===== config.mk =====
export PLATFORM = sky130hd
export DESIGN_NAME = pwr_reg_engine
export DESIGN_NICKNAME = d
export VERILOG_FILES = /design/src/rtl/pwr_pkg.sv /design/src/rtl/pwr_req_check.sv /design/src/rtl/pwr_field_pick.sv /design/src/rtl/pwr_reg_engine.sv
export SDC_FILE = /design/constraint.sdc
export NUM_CORES = 1
export LEC_CHECK = 0
export BUFFER_PORTS_ARGS = -buffer_cell sky130_fd_sc_hd__clkbuf_2
export CAP_MARGIN = 20
export CELL_PAD_IN_SITES_DETAIL_PLACEMENT = 0
export CELL_PAD_IN_SITES_GLOBAL_PLACEMENT = 1
export CORE_MARGIN = 4
export CORE_UTILIZATION = 38
export CTS_CLUSTER_SIZE = 20
export DETAILED_ROUTE_END_ITERATION = 10
export PLACE_DENSITY = 0.83
export SYNTH_ARGS = -nofsm -noshare
export SYNTH_HDL_FRONTEND = slang
export SYNTH_SLANG_ARGS = --single-unit

===== constraint.sdc =====
create_clock -name clk -period 4.1 [get_ports clk]
set_clock_uncertainty 0.1 [all_clocks]
set_input_delay 0.615 -clock clk [delete_from_list [all_inputs] [get_ports clk]]
set_output_delay 0.615 -clock clk [all_outputs]
set_load 0.01 [all_outputs]

===== src/rtl/pwr_pkg.sv =====
`timescale 1ns/1ps
package pwr_pkg;
  localparam logic [7:0] OP_PCTRL = 8'hFF;

  localparam logic [3:0] SUB_WR  = 4'd0;
  localparam logic [3:0] SUB_RD  = 4'd1;
  localparam logic [3:0] SUB_RMW = 4'd2;

  localparam logic [7:0] E_NONE = 8'd0;
  localparam logic [7:0] E_CODE = 8'd1;
  localparam logic [7:0] E_SUB  = 8'd2;
  localparam logic [7:0] E_SIZE = 8'd3;

  typedef enum logic [1:0] {
    ST_IDLE,
    ST_ACC,
    ST_MODW,
    ST_FIN
  } eng_st_t;
endpackage


===== src/rtl/pwr_req_check.sv =====
`timescale 1ns/1ps
// Classifies an incoming request and derives the item count.
module pwr_req_check
  import pwr_pkg::*;
#(
  parameter int MAX_ITEMS = 5,
  parameter int CNT_W     = 3
) (
  input  logic [7:0]       code,
  input  logic [3:0]       sub,
  input  logic [7:0]       size,
  output logic             ok,
  output logic [7:0]       ecode,
  output logic [CNT_W-1:0] count
);
  localparam logic [7:0] MAX_B = 8'(MAX_ITEMS);

  logic [7:0] n_full;
  logic       shape_ok;

  always_comb begin
    n_full   = '0;
    shape_ok = 1'b0;
    case (sub)
      SUB_WR: begin
        n_full   = size / 8'd3;
        shape_ok = (size % 8'd3) == 8'd0;
      end
      SUB_RD: begin
        n_full   = {1'b0, size[7:1]};
        shape_ok = !size[0];
      end
      SUB_RMW: begin
        n_full   = 8'd1;
        shape_ok = size == 8'd4;
      end
      default: ;
    endcase

    ok    = 1'b0;
    ecode = E_NONE;
    if (code != OP_PCTRL)                                ecode = E_CODE;
    else if (sub > SUB_RMW)                              ecode = E_SUB;
    else if (!shape_ok || n_full == 8'd0 || n_full > MAX_B) ecode = E_SIZE;
    else                                                 ok    = 1'b1;
    count = CNT_W'(n_full);
  end

  // an accepted count always lies in 1..MAX_ITEMS
  always_comb begin
    if (ok) begin
      a_r4_count_range : assert (n_full != 8'd0 && n_full <= MAX_B);
    end
  end
endmodule


===== src/rtl/pwr_field_pick.sv =====
`timescale 1ns/1ps
// Extracts the address of item idx and its data bytes from the packed buffer.
module pwr_field_pick #(
  parameter int BUF_BYTES = 16,
  parameter int CNT_W     = 3
) (
  input  logic [8*BUF_BYTES-1:0] wbuf,
  input  logic [CNT_W-1:0]       count,
  input  logic [CNT_W-1:0]       idx,
  output logic [15:0]            addr,
  output logic [7:0]             dat,
  output logic [7:0]             dat_next
);
  localparam int IDX_W = $clog2(BUF_BYTES);

  logic [7:0] bytes [BUF_BYTES];

  for (genvar g = 0; g < BUF_BYTES; g++) begin : g_lane
    assign bytes[g] = wbuf[8*g +: 8];
  end

  logic [IDX_W-1:0] a_lo, a_hi, d_pos, d_nxt;

  assign a_lo  = IDX_W'({idx, 1'b0});
  assign a_hi  = IDX_W'(a_lo + 1'b1);
  assign d_pos = IDX_W'(IDX_W'({count, 1'b0}) + IDX_W'(idx));
  assign d_nxt = IDX_W'(d_pos + 1'b1);

  assign addr     = {bytes[a_hi], bytes[a_lo]};
  assign dat      = bytes[d_pos];
  assign dat_next = bytes[d_nxt];
endmodule


===== src/rtl/pwr_reg_engine.sv =====
`timescale 1ns/1ps
module pwr_reg_engine
  import pwr_pkg::*;
#(
  parameter int MAX_ITEMS = 5,
  parameter int BUF_BYTES = 16
) (
  input  logic                   clk,
  input  logic                   rst_n,
  input  logic                   cmd_valid,
  output logic                   cmd_ready,
  input  logic [7:0]             cmd_code,
  input  logic [3:0]             cmd_sub,
  input  logic [7:0]             cmd_size,
  input  logic [8*BUF_BYTES-1:0] cmd_wbuf,
  output logic                   rf_en,
  output logic                   rf_we,
  output logic [15:0]            rf_addr,
  output logic [7:0]             rf_wdata,
  input  logic [7:0]             rf_rdata,
  output logic                   done,
  output logic                   err,
  output logic [7:0]             err_code,
  output logic [8*BUF_BYTES-1:0] rbuf
);
  localparam int CNT_W = $clog2(MAX_ITEMS + 1);
  localparam int BUF_W = 8 * BUF_BYTES;

  eng_st_t          st;
  logic [3:0]       sub_q;
  logic [CNT_W-1:0] cnt_q, idx_q;
  logic [BUF_W-1:0] wbuf_q, rbuf_q;
  logic             err_q;
  logic [7:0]       ec_q, old_q;

  logic             chk_ok;
  logic [7:0]       chk_ec;
  logic [CNT_W-1:0] chk_cnt;
  logic [15:0]      pk_addr;
  logic [7:0]       pk_dat, pk_next;

  pwr_req_check #(.MAX_ITEMS(MAX_ITEMS), .CNT_W(CNT_W)) u_check (
    .code (cmd_code),
    .sub  (cmd_sub),
    .size (cmd_size),
    .ok   (chk_ok),
    .ecode(chk_ec),
    .count(chk_cnt)
  );

  pwr_field_pick #(.BUF_BYTES(BUF_BYTES), .CNT_W(CNT_W)) u_pick (
    .wbuf    (wbuf_q),
    .count   (cnt_q),
    .idx     (idx_q),
    .addr    (pk_addr),
    .dat     (pk_dat),
    .dat_next(pk_next)
  );

  logic accept, last_item;
  assign accept    = cmd_valid && (st == ST_IDLE);
  assign last_item = idx_q == CNT_W'(cnt_q - 1'b1);

  always_ff @(posedge clk or negedge rst_n) begin
    if (!rst_n) begin
      st     <= ST_IDLE;
      sub_q  <= '0;
      cnt_q  <= '0;
      idx_q  <= '0;
      wbuf_q <= '0;
      rbuf_q <= '0;
      err_q  <= 1'b0;
      ec_q   <= E_NONE;
      old_q  <= '0;
    end else begin
      case (st)
        ST_IDLE: if (accept) begin
          sub_q  <= cmd_sub;
          cnt_q  <= chk_cnt;
          idx_q  <= '0;
          wbuf_q <= cmd_wbuf;
          rbuf_q <= '0;
          err_q  <= !chk_ok;
          ec_q   <= chk_ec;
          st     <= chk_ok ? ST_ACC : ST_FIN;
        end
        ST_ACC: begin
          if (sub_q == SUB_RMW) begin
            old_q <= rf_rdata;
            st    <= ST_MODW;
          end else begin
            if (sub_q == SUB_RD) rbuf_q[8*idx_q +: 8] <= rf_rdata;
            if (last_item) st <= ST_FIN;
            else           idx_q <= idx_q + 1'b1;
          end
        end
        ST_MODW: st <= ST_FIN;
        default: st <= ST_IDLE;
      endcase
    end
  end

  assign cmd_ready = st == ST_IDLE;
  assign rf_en     = (st == ST_ACC) || (st == ST_MODW);
  assign rf_we     = ((st == ST_ACC) && (sub_q == SUB_WR)) || (st == ST_MODW);
  assign rf_addr   = pk_addr;
  assign rf_wdata  = (st == ST_MODW) ? ((old_q & ~pk_next) | (pk_dat & pk_next)) : pk_dat;
  assign done      = st == ST_FIN;
  assign err       = err_q;
  assign err_code  = ec_q;
  assign rbuf      = rbuf_q;

  // ready drops right after an accepted request
  a_r1_ready_drops : assert property (@(posedge clk) disable iff (!rst_n)
    cmd_valid && cmd_ready |=> !cmd_ready);
  // no register access while idle
  a_r1_idle_quiet : assert property (@(posedge clk) disable iff (!rst_n)
    cmd_ready |-> !rf_en);
  // done lasts one cycle
  a_r9_done_pulse : assert property (@(posedge clk) disable iff (!rst_n)
    done |=> !done);
  // success reports code zero, failure a nonzero code
  a_r9_code_match : assert property (@(posedge clk) disable iff (!rst_n)
    done |-> (err == (err_code != E_NONE)));
  // a rejected request finishes one cycle after acceptance
  a_r4_reject_fast : assert property (@(posedge clk) disable iff (!rst_n)
    done && err |-> $past(cmd_valid && cmd_ready));
  // the masked write follows a read of the same address
  a_r8_read_first : assert property (@(posedge clk) disable iff (!rst_n)
    rf_en && rf_we && sub_q == SUB_RMW |-> $past(rf_en && !rf_we) && $stable(rf_addr));
endmodule


### After elaboration in Yosys (flattened, before gate mapping)

Index checks and enable logic that the tools add are counted.

| storage, ports and cells | value |
|---|---|
| register bits after elaboration | 285 |
| input port bits | 159 |
| logic and storage cells | 103 |

| operators by class | value |
|---|---|
| add/subtract/negate cells | 6 |
| divide/modulo/power cells | 2 |
| $lt $le $gt $ge | 6 |
| equality and inequality tests | 15 |
| shifts and indexed selects | 2 |
| mux-type cells | 35 |
| bitwise gates (word level) | 8 |
| reductions and logical operators | 20 |

Operator list:

| operator | number |
|---|---|
| $mux 128 | 3 |
| $pmux 128 s2 | 1 |
| $bmux 8 s4 | 4 |
| $bwmux 128 | 1 |
| $shift 8x34->128 const A | 1 |
| $shiftx 8x34->128 | 1 |
| $mux 8 | 11 |
| $neg 6->34 | 1 |
| $pmux 8 s3 | 1 |
| $ge 5x5->1 const B | 4 |
| $not 4->5 | 4 |
| $and 8x8->8 | 2 |
| $logic_not 8->1 | 2 |
| $mux 2 | 5 |
| $mux 3 | 3 |
| $add 4x1->4 const B | 2 |
| $div 8x2->8 const B | 1 |
| $eq 4x1->1 const B | 2 |
| $eq 4x2->1 const B | 2 |
| $eq 8x3->1 const B | 1 |
| $gt 8x3->1 const B | 1 |
| $logic_not 4->1 | 2 |
| $mod 8x2->8 const B | 1 |
| $ne 8x8->1 const B | 1 |
| 23 further kinds | 37 |

### Depth between registers and ports, before layout

Gate-level depths: netlist of the first run.

| depth | value |
|---|---|
| depth after elaboration | 12 |
| gate-level depth with buffers | 20 |
| mapped depth without buffers | 17 |

### Modules after synthesis

From an unflattened synthesis of the first run, not the netlist that was laid out.

| second synthesis, totals | value |
|---|---|
| cell total of the unflattened synthesis | 1133 |
| area total of the unflattened synthesis | 15173.3 um^2 |

Modules (own cells, without submodules):

| module | times used | cells an instance | area each (um^2) | sequential area each (um^2) |
|---|---|---|---|---|
| pwr_reg_engine | 1 | 755 | 11026.8 | 7131.8 |
| pwr_field_pick | 1 | 233 | 3130.5 | 0.0 |
| pwr_req_check | 1 | 145 | 1016.0 | 0.0 |

### Worst setup path after synthesis of the first run

OpenSTA, ideal clock, no wires.

| timing path | value |
|---|---|
| path kind | input -> register |
| start | input port cmd_size[6] |
| end | register ec_q[1], in the netlist err_code[1] |
| arrival time | 4.058 ns |
| data required time | 3.908 ns |
| setup slack | -0.150 ns |
| stages | 19 |
| path through | buf_6 and4b_1 mux2_2 a2bb2oi_2 or2_1 clkbuf_1 ha_1 inv_1 a31o_2 o21ai_0 ha_1 inv_1 nand2_1 or3_1 o32a_1 or4b_1 mux2i_1 nor3_1 o31ai_2 |

| on the way | value |
|---|---|
| longest elaborated chain between the ends | 9 |

Ends and longest elaborated chain:

| what | RTL line | text |
|---|---|---|
| from (decl) | pwr_reg_engine.sv:14 | `input logic [7:0] cmd_size,` |
| branches (longest 5 deep; another with $div 8x2->8) | - |  |
| $logic_or 1x1->1 (*) | pwr_req_check.sv:44 | `else if (!shape_ok \|\| n_full == 8'd0 \|\| n_full > MAX_B) ecode = E_SIZE;` |
| $mux 2 (*) | pwr_req_check.sv:44 |  |
| $mux 8 (*) | pwr_req_check.sv:43 | `else if (sub > SUB_RMW) ecode = E_SUB;` |
| $mux 8 (*) | pwr_req_check.sv:42 | `if (code != OP_PCTRL) ecode = E_CODE;` |
| to (signal assigned) | pwr_reg_engine.sv:84 | `ec_q <= chk_ec;` |
| to (decl) | pwr_reg_engine.sv:34 | `logic [7:0] ec_q, old_q;` |

Every way passes the cells marked *.
A chain may end at the register's enable or synchronous reset.

### Worst setup path after layout of the first run

| timing path | value |
|---|---|
| start | register idx_q[1] |
| end | output port rf_wdata[2] |

| on the way | value |
|---|---|
| longest elaborated chain between the ends | 10 |

Ends and longest elaborated chain:

| what | RTL line | text |
|---|---|---|
| from (decl) | pwr_reg_engine.sv:31 | `logic [CNT_W-1:0] cnt_q, idx_q;` |
| from (signal assigned) | pwr_reg_engine.sv:94 | `else idx_q <= idx_q + 1'b1;` |
| $add 4x3->4 (*) | pwr_field_pick.sv:26 | `assign d_pos = IDX_W'(IDX_W'({count, 1'b0}) + IDX_W'(idx));` |
| $add 4x1->4 | pwr_field_pick.sv:27 | `assign d_nxt = IDX_W'(d_pos + 1'b1);` |
| $not 4->5 (implied by the code) | pwr_field_pick.sv:31 | `assign dat_next = bytes[d_nxt];` |
| $bmux 8 s4 | pwr_field_pick.sv:31 |  |
| $mux 8 (implied by the code) (2 in a row) | pwr_field_pick.sv:31 |  |
| $not 8->8 | pwr_reg_engine.sv:107 | `assign rf_wdata = (st == ST_MODW) ? ((old_q & ~pk_next) \| (pk_dat & pk_next)) : pk_dat;` |
| $and 8x8->8 | pwr_reg_engine.sv:107 |  |
| $or 8x8->8 | pwr_reg_engine.sv:107 |  |
| $mux 8 (*) | pwr_reg_engine.sv:107 |  |
| to (decl) | pwr_reg_engine.sv:19 | `output logic [7:0] rf_wdata,` |

Every way passes the cells marked *; elsewhere a longest branch is shown, timed or not. The select of a mux whose other input is x is not followed.

==> results.cfg, run 1 <==
[place]
port-buffer-count = 317
dpl-instance-area_sq_um = 17000
placed_cells = 2192
gp_congestion = 0.950
place_hpwl_um = 34000

[clock_network]
clock_sinks = 279
root_buffer = clkbuf_16
insertion_delay_ns = 0.58
tritoncts = built
htree_num_levels = 1
cts_buffer_depth = 3
clkTransAtPathRegs_ns = 0.06
cts_inserted_buffers = 30

[timing]
finalHoldViolations = 0
rsz0062_at_grt = true
setup_violations = 8
worst_slack_ns = -0.138
fin_crit_ns = 4.24
fin_setup_tns_ns = -0.829
drv_slew = 0
fin_crit_sh = 1.03
worst_pin_slew_ns = 1.07
slew_headroom = 0.284
fmax_ghz = 0.236

[pwr]
peakVddDrop_v = 0.000669
power_density_nw_per_um2 = 769
p_total_mw = 14.1
leakagePower_nw = 9.07

[floorplan]
initial_core_util = 0.388
die_x_um = 205
die_h_um = 205
ios = 324
fp.coreArea_sq_um = 37900
num_rows = 71
dieArea_sq_um = 42000

[global_route]
grt_max_degree = 106
grt_pass1_vias = 12200
grt_usage = 0.213
antenna_found_initial = 4
grt_overflow_total = 0
grt_pass1_wl_um = 70200

[hold_path]
min_path_type = in -> reg

[worst_setup_path]
crit_slowest_cell = fa_2
cpLargestDelayFamily = multiplexers
path_max_fanout = 6
path_class = reg -> out
cp_num_buf_inv = 4
slowest_delay_ns = 0.61
endpoint_kind = primary output
arrival_ns = 3.52
worstPathCellList = ha_2, fa_2, buf_12, buf_6, buf_4, mux4_2, mux4_2, mux2_2, clkbuf_8
cp.required_ns = 3.38
cpMostUsedCell = mux4_2
start_kind = flip-flop

[final_layout]
fin_util = 0.482
fillers = 3529
nNetsFinal = 1898
syn2layout_area_growth_pct = 24.1
drive_gt1_frac = 0.337
post-route-cell-area_sq_um = 18300
finalNonFillerCells = 2256

[detailed_routing]
firstDrtPassIters = 5
drcViolationCount = 0
avgRoutedWirePerCell_um = 20.4
vias_per_cell = 5.32
drt_wl_total_um = 45900
wl_met1_um = 17500
wl_met3_um = 4090
ant_nets = 0
wl_met2_um = 23200
vias = 12000
dr.max_layer_used = met4
drt_iter0_markers = 788

[yosys]
synth.area.top_cells = dfrtp_1 47%, mux4_2 15%, nand2_1 13%, mux4_1 2.1%, nor2b_1 2.1%
synth_edf_count = 0
async_reset_ff_frac = 1.00
yosysUniqueCellTypes = 72
yosys-top-cells-count = 515 x nand2_1, 279 x dfrtp_1, 100 x mux4_2
netlist_instances = 1401
synth_top_area_cell = dfrtp_1
yosysMostFrequentCell = nand2_1
syn_avg_cell_area_sq_um = 10.5
synth.top_cell.area_share = 0.474
synthesis.area_sq_um = 14700
synth-seq-area-share = 0.474
synth-warning-count = 0
ys_ff_latch = 279
synthFlopType = dfrtp_1

[outcome]
status = finished, violations left
violations = setup timing

[run]
maxCapViolCount = 0
-- path summary, 6_finish.rpt --
| kind | startpoint | end | slack (ns) | cells after the start |
|---|---|---|---|---|
| max | idx_q[1] | rf_wdata[2] | -0.14 | 9 |
| min | cmd_wbuf[95] | wbuf_q[95] | 0.13 | 3 |
| max reg2reg | idx_q[1] | rbuf[65] | 0.70 | 9 |
| min reg2reg | rbuf[22] | rbuf[22] | 0.38 | 2 |
| max in group asynchronous | rst_n | wbuf_q[28] | 2.37 | 3 |
| min in group asynchronous | rst_n | rbuf[39] | 0.55 | 2 |
-- power by group --
| group | internal (mW) | leakage, nW | switching, mW |
|---|---|---|---|
| combinational | 3.57 | 4.92 | 3.37 |
| clock | 1.66 | 0.482 | 1.11 |
| sequential | 3.49 | 3.67 | 0.862 |
| total | 8.72 | 9.07 | 5.35 |
-- cells by family (layout without fill, tap and decap cells) --
group / count (synthesis) / count (layout) / synth area share
simple gates: 686 / 686 / 0.200
flops: 279 / 279 / 0.474
compound gates: 158 / 158 / 0.0756
mux: 142 / 142 / 0.197
buf+inv: 108 / 443 / 0.0319
fa+ha+maj: 17 / 17 / 0.0148
xor+xnor: 10 / 10 / 0.00646
other cells: 1 / 10 / 0.000255
-- metrics by stage --
stage	hold slack, ns	setup WS (ns)
CTS	0.103	-0.174
global placement	0.359	-0.0265
detailed placement	0.369	-0.136
floorplan	0.219	-0.0193
global route	0.122	-0.244
finish	0.130	-0.138
-- sequential cells by signal, summed over array words and instances, names as in the netlist --
name,flops
rbuf,128
wbuf_q,128
old_q,8
sub_q,4
cnt_q,3
idx_q,3
err_code,2
st,2
err,1
-- worst reg2reg max path: stages (launching register included) --
cell and delay, ns:
dfrtp_1 0.36, buf_4 0.50, inv_1 0.24, ha_1 0.24
ha_1 0.34, or4b_2 0.79, or2_2 0.42, nor2_1 0.16
a21oi_1 0.06, o21ai_0 0.14
-- what timing repair did --
action	4_1_cts	5_1_grt
resized for setup	32	15
hold buffers	1	0
pin swaps	2	4
buffers inserted	9	0
setup endpoints to repair	8	8
endpoints found under the hold margin	53	0
-- cells in the final DEF, fill, tap and decap left out, types with 11 or more instances in the layout --
master,netlist,routed
a21oi_1,25,25
a22o_1,33,33
buf_4,8,44
clkbuf_16,0,30
clkbuf_2,0,309
dfrtp_1,279,278
ha_1,15,11
inv_1,18,16
mux2_2,27,21
mux4_2,100,106
nand2_1,515,514
nor2_1,37,37
nor2b_1,49,49
nor3_1,14,14
o21ai_0,40,40
-- final cells by class --
cell class              count  area [sq um]  area share
multi-input cells        1019          7400       0.405
flip-flops and latches    279          6990       0.382
repair buffers            373          2170       0.119
clock buffers              41           832      0.0455
well taps                 511           639      0.0350
clock inverters             9           163     0.00890
inverters                  20          75.1     0.00411
diodes                      4          10.0    0.000548
-- metal layers --
layer  GRT usage  vias to the layer above
met4      0.0553                        0
met1       0.263                     5938
met2       0.374                      479
met5           0                        -
met3      0.0562                       78
li1            -                     5515
Note: power is estimated with default switching activity, not from simulation.
==> run 2, diff against run 1 <==
--- a/config.mk
+++ b/config.mk
@@ -17,3 +17,4 @@
 export SYNTH_ARGS = -nofsm -noshare
 export SYNTH_HDL_FRONTEND = slang
 export SYNTH_SLANG_ARGS = --single-unit
+export TNS_END_PERCENT = 20
==> run 2 against run 1 <==
Compared with the run above:
- the flow still finishes with violations (setup timing)
- hold slack got worse by 0.0011 ns
- critical path type unchanged
- cell count is the same
- setup slack better by 0.0063 ns
- first-iteration DRC count shrank 1.8%
- via count is 0.22% higher
- largest power group unchanged
- highest routed layer unchanged
- critical path depth did not move
==> results.cfg, run 2 (same netlist as run 1, synthesis figures left out) <==
[outcome]
status = finished, violations left
violations = setup timing

[floorplan]
fp.coreArea_sq_um = 37900
dieArea_sq_um = 42000
ios = 324
num_rows = 71
die_h_um = 205
die_x_um = 205
initial_core_util = 0.388

[worst_setup_path]
slowest_delay_ns = 0.61
crit_slowest_cell = fa_2
arrival_ns = 3.52
cpMostUsedCell = mux4_2
r2r_cells = 9
path_class = reg -> out
path_depth = 9
reg2reg_from = idx_q[1]
endpoint_kind = primary output
cp.required_ns = 3.38
crit_start = idx_q[1]
rr_endpoint = rbuf[65]
cpLargestDelayFamily = multiplexers
rrSetupSlack_ns = 0.71
worstPathCellList = ha_2, fa_2, buf_6, xor2_4, mux4_2, mux4_2, nand2b_4, mux2_4, buf_8
endpoint = rf_wdata[7]
path_max_fanout = 5
start_kind = flip-flop
cp_num_buf_inv = 2

[place]
place_hpwl_um = 34000
placed_cells = 2192
dpl-instance-area_sq_um = 17000
dp_slack_ns = -0.136
gp_congestion = 0.950
port-buffer-count = 317

[timing]
fmax_ghz = 0.236
slew_headroom = 0.284
finalHoldViolations = 0
drv_slew = 0
setup_violations = 8
worst_slack_ns = -0.131
worst_hold_slack_ns = 0.129
rsz0062_at_grt = true
fin_crit_ns = 4.23
fin_crit_sh = 1.03
worst_pin_slew_ns = 1.07

[detailed_routing]
firstDrtPassIters = 5
avgRoutedWirePerCell_um = 20.4
drt_wl_total_um = 45900
ant_nets = 0
drcViolationCount = 0
drt_iter0_markers = 774
vias = 12000
vias_per_cell = 5.34

[clock_network]
clock_sinks = 279
insertion_delay_ns = 0.58
htree_num_levels = 1
cts_buffer_depth = 3
root_buffer = clkbuf_16
tritoncts = built
cts_inserted_buffers = 30
clkTransAtPathRegs_ns = 0.06

[final_layout]
finalNonFillerCells = 2256
syn2layout_area_growth_pct = 23.9
drive_gt1_frac = 0.337
final_cell_mix = 514 x nand2_1, 313 x clkbuf_2, 278 x dfrtp_1
nNetsFinal = 1898
final_common_cell = nand2_1
fin_util = 0.481
post-route-cell-area_sq_um = 18300

[hold_path]
min_path_type = in -> reg
hp-start = cmd_wbuf[95]

[global_route]
grt_max_degree = 106
grt_pass1_wl_um = 70200
grt_usage = 0.213
antenna_found_initial = 4
grt_overflow_total = 0
grt_pass1_vias = 12200

[run]
maxCapViolCount = 0

[pwr]
leakagePower_nw = 9.06
peakVddDrop_v = 0.000506
power_density_nw_per_um2 = 766
run 2: changes by cell type in the layout (fill, tap and decap cells not counted):
| cell | change |
|---|---|
| buf_6 | -3 |
| clkbuf_2 | +4 |
| clkbuf_8 | -1 |
run 2: cell type report:
cell class / count / area [sq um]
repair buffers: 373 / 2140
flip-flops and latches: 279 / 6990
fillers: 3531 / 19700
clock buffers: 41 / 832
inverters: 20 / 75.1
clock inverters: 9 / 163
well taps: 511 / 639
diodes: 4 / 10.0
multi-input cells: 1019 / 7400
run 2: stage by stage:
stage / total power, mW / setup TNS [ns]
finish: 14.0 / -0.846
global route: 14.9 / -1.76
CTS: 14.0 / -1.23
detailed placement: 10.8 / -0.441
global placement: 10.6 / -0.0589
floorplan: 8.66 / -0.0362
run 2: layer usage:
layer  wire length (um)  GRT usage  vias up
li1                   -          -     5522
met1              17400      0.263     5943
met2              23200      0.374      487
met3               4010     0.0562       84
met4               1280     0.0553        0
met5                  0          0        -
run 2: repair_timing:
item,in CTS,in global routing
hold buffers,1,0
hold endpoints to repair,53,0
pin swaps,2,4
gates resized for setup,29,12
setup endpoints to repair,8,8
setup buffers,9,0
run 2: how the worst min path moves through the flow:
stage / slack, ns / cells after the start / end
2_1_floorplan: 0.22 / 0 / cnt_q[0]
3_3_place_gp: 0.36 / 2 / rbuf[33]
3_5_place_dp: 0.37 / 2 / rbuf[33]
4_1_cts: 0.10 / 3 / wbuf_q[95]
5_1_grt: 0.12 / 3 / wbuf_q[59]
6_report: 0.13 / 3 / wbuf_q[95]
run 2: worst min-delay path, cell delays in order:
cell	delay [ns]
clkbuf_2	0.07
nand2_1	0.04
nand2_1	0.04
run 2: where the power goes:
part	internal (mW)	total, mW	switching, mW
clock	1.66	2.77	1.11
sequential	3.49	4.36	0.865
combinational	3.49	6.85	3.36
total	8.64	14.0	5.34
==> run 3, diff against run 2 <==
--- a/config.mk
+++ b/config.mk
@@ -7,10 +7,10 @@
 export LEC_CHECK = 0
 export BUFFER_PORTS_ARGS = -buffer_cell sky130_fd_sc_hd__clkbuf_2
 export CAP_MARGIN = 20
-export CELL_PAD_IN_SITES_DETAIL_PLACEMENT = 0
-export CELL_PAD_IN_SITES_GLOBAL_PLACEMENT = 1
+export CELL_PAD_IN_SITES_DETAIL_PLACEMENT = 2
+export CELL_PAD_IN_SITES_GLOBAL_PLACEMENT = 2
 export CORE_MARGIN = 4
-export CORE_UTILIZATION = 38
+export CORE_UTILIZATION = 31
 export CTS_CLUSTER_SIZE = 20
 export DETAILED_ROUTE_END_ITERATION = 10
 export PLACE_DENSITY = 0.83
==> run 3 against run 2 <==
Compared with the run above:
- the run still ends with setup timing left
- combinational power increased by 6.7%
- critical endpoint unchanged
- global-route usage increased by 1.2 points
- largest cell class unchanged
- design area increased by 1.6%
- critical path depth unchanged
- largest power group unchanged
- first-iteration DRC count increased by 28%
- flip-flop and latch count unchanged
- register-to-register slack got worse by 0.27 ns
- power increased by 6.8%
- routed wire length increased by 28%
- hold slack improved by 0.047 ns
- clock power increased by 14%
- cell count increased by 4.9%
==> results.cfg, run 3 (same netlist as run 1, synthesis figures left out) <==
[worst_setup_path]
path_class = reg -> out
start_kind = flip-flop
crit_slowest_cell = fa_2
cpMostUsedCell = mux4_2
path_max_fanout = 5
slowest_delay_ns = 0.62
endpoint_kind = primary output
reg2reg_from = idx_q[1]
worstPathCellList = ha_2, fa_2, buf_6, xor2_4, mux4_2, mux4_2, nand2b_4, mux2_4, buf_8
arrival_ns = 3.55
cp.required_ns = 3.38
crit_start = idx_q[1]

[outcome]
violations = setup timing
status = finished, violations left

[detailed_routing]
firstDrtPassIters = 6
ant_nets = 0
drt_iter0_markers = 993
vias_per_cell = 5.37
drcViolationCount = 0
vias = 12700
drt_wl_total_um = 58900
avgRoutedWirePerCell_um = 24.9

[pwr]
power_density_nw_per_um2 = 805
peakVddDrop_v = 0.000391
leakagePower_nw = 9.12

[hold_path]
hp-start = cmd_wbuf[7]
min_path_type = in -> reg

[timing]
worst_pin_slew_ns = 0.974
slew_headroom = 0.350
fin_crit_ns = 4.27
fin_crit_sh = 1.04
setup_violations = 8
rsz0062_at_grt = true
fmax_ghz = 0.234
fin_setup_tns_ns = -1.16
drv_slew = 0
finalHoldViolations = 0
worst_slack_ns = -0.170

[global_route]
antenna_found_initial = 11
grt_pass1_wl_um = 88900
grt_pass1_vias = 14400
grt_usage = 0.226
grt_overflow_total = 0
grt_max_degree = 91

[clock_network]
tritoncts = built
cts_buffer_depth = 3
clock_sinks = 279
cts_inserted_buffers = 34
root_buffer = clkbuf_16
clkTransAtPathRegs_ns = 0.06
insertion_delay_ns = 0.53
htree_num_levels = 2

[final_layout]
final_common_cell = nand2_1
syn2layout_area_growth_pct = 25.9
nNetsFinal = 1903
drive_gt1_frac = 0.344
fin_util = 0.397
final_cell_mix = 514 x nand2_1, 315 x clkbuf_2, 278 x dfrtp_1
fillers = 4953

[place]
gp_congestion = 0.865
place_hpwl_um = 43400
port-buffer-count = 317

[run]
maxCapViolCount = 0

[floorplan]
ios = 324
fp.coreArea_sq_um = 46800
dieArea_sq_um = 51100
initial_core_util = 0.315
num_rows = 79
die_x_um = 226
die_h_um = 226
[run 3: final timing paths]
kind	to	slack [ns]	cells after the start
max	rf_wdata[7]	-0.17	9
max reg2reg	rbuf[53]	0.44	8
max in group asynchronous	rbuf[101]	2.29	3
min in group asynchronous	rbuf[16]	0.57	2
min	wbuf_q[7]	0.18	3
min reg2reg	rbuf[99]	0.39	1
[run 3: cell type report]
| type | instances | area, sq um | share of cell area |
|---|---|---|---|
| Clock buffer | 45 | 983 | 0.0530 |
| Clock inverter | 14 | 178 | 0.00958 |
| Timing Repair Buffer | 374 | 2150 | 0.116 |
| Sequential cell | 279 | 6990 | 0.377 |
| Antenna cell | 8 | 20.0 | 0.00108 |
| Multi-Input combinational cell | 1019 | 7390 | 0.399 |
| Inverter | 20 | 75.1 | 0.00405 |
| Tap cell | 607 | 759 | 0.0410 |
[run 3: worst max-delay path, delay by kind of cell, from the launching register on]
family        cells  cell delay (ns)
mux               3             1.17
buf+inv           2             0.28
fa+ha+maj         2             0.81
simple gates      1             0.16
xor+xnor          1             0.23
flops             1             0.39
[run 3: report_power, final]
| part | total, mW | switching (mW) | internal [mW] |
|---|---|---|---|
| combinational | 7.31 | 3.82 | 3.49 |
| clock | 3.16 | 1.26 | 1.89 |
| sequential | 4.46 | 0.969 | 3.49 |
[run 3: through the flow]
stage / hold slack (ns) / instances / power [mW] / setup WS (ns) / area, sq um
2_1_floorplan: 0.219 / 1406 / 8.66 / -0.0193 / 14800
3_3_place_gp: 0.360 / 2291 / 10.7 / -0.183 / 17200
3_5_place_dp: 0.374 / 2291 / 11.2 / -0.320 / 17200
4_1_cts: 0.154 / 2357 / 15.0 / -0.225 / 18500
5_1_grt: 0.160 / 2366 / 15.8 / -0.259 / 18500
6_report: 0.177 / 2366 / 14.9 / -0.170 / 18500
[run 3: per-layer routing]
metal,part of all wire,global-route usage,up-vias,wire (um)
met5,0.00058,0,-,34
met4,0.027,0.0640,6,1610
met3,0.051,0.0341,99,2990
met2,0.54,0.422,402,31900
met1,0.38,0.268,6676,22400
li1,-,-,5523,-
[run 3: what timing repair did]
action                                 in CTS  in global routing
setup buffers                               4                  0
pin swaps                                   4                  2
setup endpoints to repair                   8                 11
endpoints found under the hold margin       3                  0
gates resized for setup                    25                  7
hold buffers                                1                  0
cloned                                      2                  0
